--- src/rtl/trf_pkg.sv ---
package trf_pkg;
  typedef struct packed {
    logic push;
    logic pop;
  } fifo_strobe_t;
endpackage

--- src/rtl/trf_ctrl.sv ---
module trf_ctrl #(
  parameter int DEPTH = 16,
  parameter int CNT_W = 4,
  localparam int PTR_W = (DEPTH > 1) ? $clog2(DEPTH) : 1,
  localparam int OCC_W = $clog2(DEPTH + 1),
  localparam int RUN_W = CNT_W + 1
) (
  input  logic                  clk,
  input  logic                  rst_n,
  input  logic                  wrValid,
  input  logic                  popReq,
  input  logic [CNT_W-1:0]      stageCount,
  input  logic                  irqEnable,
  input  logic                  irqClear,
  output trf_pkg::fifo_strobe_t strobes,
  output logic [PTR_W-1:0]      wrPtr,
  output logic [PTR_W-1:0]      rdPtr,
  output logic                  emptyFlag,
  output logic                  fullFlag,
  output logic                  irqFlag,
  output logic                  irqOut,
  output logic                  overrunFlag
);
  localparam logic [OCC_W-1:0] OCC_FULL = OCC_W'(DEPTH);
  localparam logic [PTR_W-1:0] PTR_LAST = PTR_W'(DEPTH - 1);

  logic [OCC_W-1:0] occupancy;
  logic [RUN_W-1:0] runCount;
  logic [RUN_W-1:0] runTarget;
  logic [RUN_W-1:0] runBase;
  logic [RUN_W-1:0] runNext;
  logic             push, pop;

  assign emptyFlag = (occupancy == '0);
  assign fullFlag  = (occupancy == OCC_FULL);
  assign push      = wrValid && !fullFlag;
  assign pop       = popReq && !emptyFlag;
  assign strobes   = '{push: push, pop: pop};
  assign irqOut    = irqFlag && irqEnable;

  assign runTarget = {1'b0, stageCount} + RUN_W'(1);
  assign runBase   = irqClear ? '0 : runCount;

  always_comb begin
    runNext = runBase;
    if (push && runBase < runTarget) runNext = runBase + RUN_W'(1);
  end

  always_ff @(posedge clk or negedge rst_n) begin
    if (!rst_n) begin
      occupancy   <= '0;
      wrPtr       <= '0;
      rdPtr       <= '0;
      overrunFlag <= 1'b0;
    end else begin
      if (push) wrPtr <= (wrPtr == PTR_LAST) ? '0 : wrPtr + PTR_W'(1);
      if (pop)  rdPtr <= (rdPtr == PTR_LAST) ? '0 : rdPtr + PTR_W'(1);
      case ({push, pop})
        2'b10:   occupancy <= occupancy + OCC_W'(1);
        2'b01:   occupancy <= occupancy - OCC_W'(1);
        default: occupancy <= occupancy;
      endcase
      if (wrValid && fullFlag) overrunFlag <= 1'b1;
    end
  end

  always_ff @(posedge clk or negedge rst_n) begin
    if (!rst_n) begin
      runCount <= '0;
      irqFlag  <= 1'b0;
    end else begin
      runCount <= runNext;
      if (push && runBase < runTarget && runNext == runTarget)
        irqFlag <= 1'b1;
      else if (irqClear)
        irqFlag <= 1'b0;
    end
  end

  assert_no_overflow_R10: assert property (@(posedge clk) disable iff (!rst_n)
    occupancy <= OCC_FULL);

  assert_drop_when_full_R9: assert property (@(posedge clk) disable iff (!rst_n)
    (wrValid && fullFlag && !popReq) |=> (fullFlag && overrunFlag));

  assert_empty_pop_idle_R5: assert property (@(posedge clk) disable iff (!rst_n)
    (popReq && emptyFlag && !wrValid) |=> (emptyFlag && $stable(rdPtr)));

  assert_irq_after_write_R6: assert property (@(posedge clk) disable iff (!rst_n)
    $rose(irqFlag) |-> $past(wrValid));

  assert_write_clears_empty_R3: assert property (@(posedge clk) disable iff (!rst_n)
    (wrValid && !popReq) |=> !emptyFlag);

  assert_overrun_sticky_R9: assert property (@(posedge clk) disable iff (!rst_n)
    overrunFlag |=> overrunFlag);
endmodule

--- src/rtl/trf_datapath.sv ---
module trf_datapath #(
  parameter int DEPTH  = 16,
  parameter int DATA_W = 12,
  parameter int TAG_W  = 2,
  parameter int CH_W   = 5,
  localparam int PTR_W = (DEPTH > 1) ? $clog2(DEPTH) : 1,
  localparam int ENT_W = DATA_W + TAG_W + CH_W,
  localparam int OUT_W = ENT_W + 1
) (
  input  logic                  clk,
  input  logic                  rst_n,
  input  trf_pkg::fifo_strobe_t strobes,
  input  logic [PTR_W-1:0]      wrPtr,
  input  logic [PTR_W-1:0]      rdPtr,
  input  logic                  emptyFlag,
  input  logic [DATA_W-1:0]     wrResult,
  input  logic [TAG_W-1:0]      wrTag,
  input  logic [CH_W-1:0]       wrChan,
  output logic [OUT_W-1:0]      rdWord
);
  logic [ENT_W-1:0] entries [DEPTH];
  logic [ENT_W-1:0] inEntry;
  logic [ENT_W-1:0] headEntry;

  assign inEntry = {wrChan, wrTag, wrResult};

  for (genvar e = 0; e < DEPTH; e++) begin : g_entry
    always_ff @(posedge clk or negedge rst_n) begin
      if (!rst_n) entries[e] <= '0;
      else if (strobes.push && wrPtr == PTR_W'(e)) entries[e] <= inEntry;
    end
  end

  assign headEntry = entries[rdPtr];

  always_comb begin
    if (emptyFlag)
      rdWord = {{(CH_W + TAG_W){1'b0}}, 1'b1, {DATA_W{1'b0}}};
    else
      rdWord = {headEntry[ENT_W-1:DATA_W], 1'b0, headEntry[DATA_W-1:0]};
  end

  assert_invalid_when_empty_R4: assert property (@(posedge clk) disable iff (!rst_n)
    emptyFlag |-> (rdWord[DATA_W] == 1'b1));
endmodule

--- src/rtl/tagged_result_fifo.sv ---
module tagged_result_fifo #(
  parameter int DEPTH  = 16,
  parameter int CNT_W  = 4,
  parameter int DATA_W = 12,
  parameter int TAG_W  = 2,
  parameter int CH_W   = 5,
  localparam int PTR_W = (DEPTH > 1) ? $clog2(DEPTH) : 1,
  localparam int OUT_W = DATA_W + 1 + TAG_W + CH_W
) (
  input  logic              clk,
  input  logic              rst_n,
  input  logic              wrValid,
  input  logic [DATA_W-1:0] wrResult,
  input  logic [TAG_W-1:0]  wrTag,
  input  logic [CH_W-1:0]   wrChan,
  input  logic              popReq,
  output logic [OUT_W-1:0]  rdWord,
  output logic              emptyFlag,
  output logic              fullFlag,
  input  logic [CNT_W-1:0]  stageCount,
  input  logic              irqEnable,
  input  logic              irqClear,
  output logic              irqFlag,
  output logic              irqOut,
  output logic              overrunFlag
);
  trf_pkg::fifo_strobe_t strobes;
  logic [PTR_W-1:0] wrPtr, rdPtr;

  trf_ctrl #(.DEPTH(DEPTH), .CNT_W(CNT_W)) u_ctrl (
    .clk(clk), .rst_n(rst_n), .wrValid(wrValid), .popReq(popReq),
    .stageCount(stageCount), .irqEnable(irqEnable), .irqClear(irqClear),
    .strobes(strobes), .wrPtr(wrPtr), .rdPtr(rdPtr),
    .emptyFlag(emptyFlag), .fullFlag(fullFlag), .irqFlag(irqFlag),
    .irqOut(irqOut), .overrunFlag(overrunFlag)
  );

  trf_datapath #(.DEPTH(DEPTH), .DATA_W(DATA_W), .TAG_W(TAG_W), .CH_W(CH_W)) u_data (
    .clk(clk), .rst_n(rst_n), .strobes(strobes), .wrPtr(wrPtr), .rdPtr(rdPtr),
    .emptyFlag(emptyFlag), .wrResult(wrResult), .wrTag(wrTag), .wrChan(wrChan),
    .rdWord(rdWord)
  );

  assert_irq_gate_R8: assert property (@(posedge clk) disable iff (!rst_n)
    (irqOut |-> irqEnable) and (irqOut |-> irqFlag));
endmodule

--- config.mk ---
export PLATFORM = sky130hd
export DESIGN_NAME = tagged_result_fifo
export DESIGN_NICKNAME = d
export VERILOG_FILES = /design/src/rtl/trf_pkg.sv /design/src/rtl/trf_ctrl.sv /design/src/rtl/trf_datapath.sv /design/src/rtl/tagged_result_fifo.sv
export SDC_FILE = /design/constraint.sdc
export NUM_CORES = 1
export LEC_CHECK = 0
export CORE_MARGIN = 2
export CORE_UTILIZATION = 48
export DETAILED_ROUTE_END_ITERATION = 16
export PLACE_DENSITY = 0.65
export SYNTH_ARGS = -nofsm -noshare
export SYNTH_HDL_FRONTEND = slang
export SYNTH_SLANG_ARGS = --single-unit
--- constraint.sdc ---
create_clock -name clk -period 6.5 [get_ports clk]
set_input_delay 1.3 -clock clk [delete_from_list [all_inputs] [get_ports clk]]
set_output_delay 1.3 -clock clk [all_outputs]
set_load 0.02 [all_outputs]
==> results.yml <==
placed_design:
  dp.cells: 1337
  dpl.hpwl_um: 19000
  routabilityCongestion: 0.762
  port_buffers: 53
  dp_slack_ns: 1.96
  placed_cell_area_mm2: 0.0160
cells_and_area:
  drive_above_1_share_pct: 48.5
  layout_commonest_cell: "dfrtp_1"
  final_core_utilization_pct: 54.8
  final_nets: 1018
  areaGrowthSynthToFinish_pct: 12.7
  final_cell_mix: "dfrtp_1 (321), mux2_2 (302), mux4_2 (95), clkdlybuf4s50_1 (52), clkbuf_16 (37)"
  stdcell_area_mm2: 0.0172
  stdcell_count: 1397
setup_path:
  critPathArrivalTime_ns: 3.70
  reg2reg_depth: 13
  rr_startpoint: "u_ctrl.occupancy[1]"
  end_kind: "primary output"
  crit_type: "reg -> out"
  worstSetupStartpointType: "register"
  reg2reg_slack_ns: 3.26
  r2r_end: "u_ctrl.occupancy[4]"
  crit_required_ns: 5.20
  cp-startpoint: "u_ctrl.rdPtr[0]"
  crit_path_max_fanout: 43
  crit_path_end: "rdWord[17]"
synthesis:
  syn_nets: 989
  synth_cell_types: 36
  synthesis.area_mm2: 0.0153
  async_flop_share_pct: 100
  syn_avg_cell_area_um2: 16.2
  ys_seq_area_share_pct: 53.1
  synth_ff_type: "dfrtp_1"
  synthCells: 944
  ys_ff_latch: 324
  synth_edf_count: 0
  synth_warnings: 0
clocking:
  clk_path_buf_depth: 3
  h-tree-depth: 2
  clock-sinks: 324
  cts_tree: "yes"
  post_cts_buffers: 0
  cts_buffers: 36
  cts_hold_buf: 0
  insertion_delay_ns: 0.51
  ctsResizeCount: 0
  clock-root-buffer: "clkbuf_16"
  cts.reportedPaths.clkPinSlew_ns: 0.06
global_routing:
  grt_usage_pct: 21.7
  grt_pass1_vias: 8849
  grt_pass1_wl_um: 54200
  antenna_found_initial: 1
  grt_max_degree: 114
  overflow: 0
sta:
  hold-worst-slack_ns: 0.457
  final-hold-violation-count: 0
  layout_min_cycle_time_ns: 5.00
  setup_viol: 0
  post-route-period-util_pct: 76.9
  rsz0062_at_grt: "no"
  skew_ns: 0.0151
  finalSetupTns_ns: 0
  maxSlewHeadroom_pct: 33.5
  finalMaxSlewViolations: 0
  setup_ws_ns: 1.50
  max_clock_freq_ghz: 0.200
  tightest_slew_ns: 0.997
route:
  dr.pass1.iters: 4
  num_vias: 8149
  post-route-drc-count: 0
  drt_iter0_markers: 496
  avgRoutedWirePerCell_um: 24.4
  postRouteAntennaNets: 0
  totalWireLength_um: 34100
  viasPerCell: 5.83
die:
  die_width_um: 182
  core_area_mm2: 0.0314
  start_util_pct: 48.6
  die_area_mm2: 0.0332
  die_y_um: 182
  placementRows: 65
  io_pins: 54
power_and_ir_drop:
  p_leak_nw: 7.43
  p_total_mw: 9.22
  power_density_mw_per_mm2: 536
  peakVddDrop_v: 0.000238
outcome:
  outcome: "finished, final reports clean"
worst_hold_path:
  min_path_type: "reg -> reg"
run:
  maxCapViolCount: 0
==> cell families after synthesis <==
| logic type | Yosys count | share of synthesized area (%) |
|---|---|---|
| multiplexers | 402 | 36.7 |
| flip-flops | 324 | 53.1 |
| buffers and inverters | 81 | 2.68 |
| AND/OR/NAND/NOR | 78 | 3.98 |
| AO/OA/AOI/OAI | 25 | 1.06 |
| XOR/XNOR | 18 | 1.12 |
| adder cells (fa/ha/maj) | 16 | 1.36 |
==> synth_stat cells, types with 10 or more instances <==
cell	n	area, µm²
dfrtp_1	324	8110
mux2_2	302	3400
mux4_2	95	2140
clkbuf_1	35	131
nor2b_1	28	175
buf_4	23	173
ha_1	15	188
nand3_4	13	228
nand2_1	12	45.0
inv_1	10	37.5
==> how the worst min path moves through the flow <==
stage | start | slack (ns) | depth (start not counted) | end
6_report | u_ctrl.overrunFlag | 0.46 | 1 | u_ctrl.overrunFlag
5_1_grt | u_ctrl.overrunFlag | 0.47 | 1 | u_ctrl.overrunFlag
4_1_cts | u_ctrl.overrunFlag | 0.46 | 1 | u_ctrl.overrunFlag
3_5_place_dp | u_ctrl.overrunFlag | 0.45 | 1 | u_ctrl.overrunFlag
3_3_place_gp | u_ctrl.overrunFlag | 0.44 | 1 | u_ctrl.overrunFlag
2_1_floorplan | u_data.entries[33] | 0.46 | 1 | u_data.entries[33]
==> power breakdown <==
| part | internal (mW) | switching [mW] |
|---|---|---|
| registers | 2.96 | 0.703 |
| logic | 2.20 | 1.34 |
| clock network | 1.23 | 0.777 |
| total | 6.40 | 2.82 |
==> worst max-delay path: stages (launching register included) <==
cell	delay [ns]
dfrtp_4	0.94
buf_12	0.41
mux4_2	0.56
mux4_2	0.46
nor2b_1	0.19
clkdlybuf4s50_1	0.60
==> per-layer routing <==
metal / vias up / part of all wire, % / GRT usage, %
li1: 3576 / - / -
met1: 4378 / 45 / 30.9
met2: 149 / 50 / 35.5
met3: 46 / 4.1 / 3.13
met4: 0 / 1.6 / 5.23
met5: - / 0 / 0
==> final cells by class <==
class	count	area, µm²
Timing Repair Buffer	62	616
Clock inverter	2	35.0
Multi-Input combinational cell	539	6750
Inverter	10	37.5
Tap cell	402	503
Clock buffer	57	1140
Fill cell	2509	14200
Antenna cell	1	2.50
Sequential cell	324	8120
==> registers in the layout, indices dropped and copies added, names as in the netlist <==
signal and flops:
u_data.entries 304, u_ctrl.wrPtr 4, u_ctrl.rdPtr 4, u_ctrl.irqFlag 1, u_ctrl.runCount 5, u_ctrl.overrunFlag 1
u_ctrl.occupancy 5
Power figures use the tool's default switching activity.
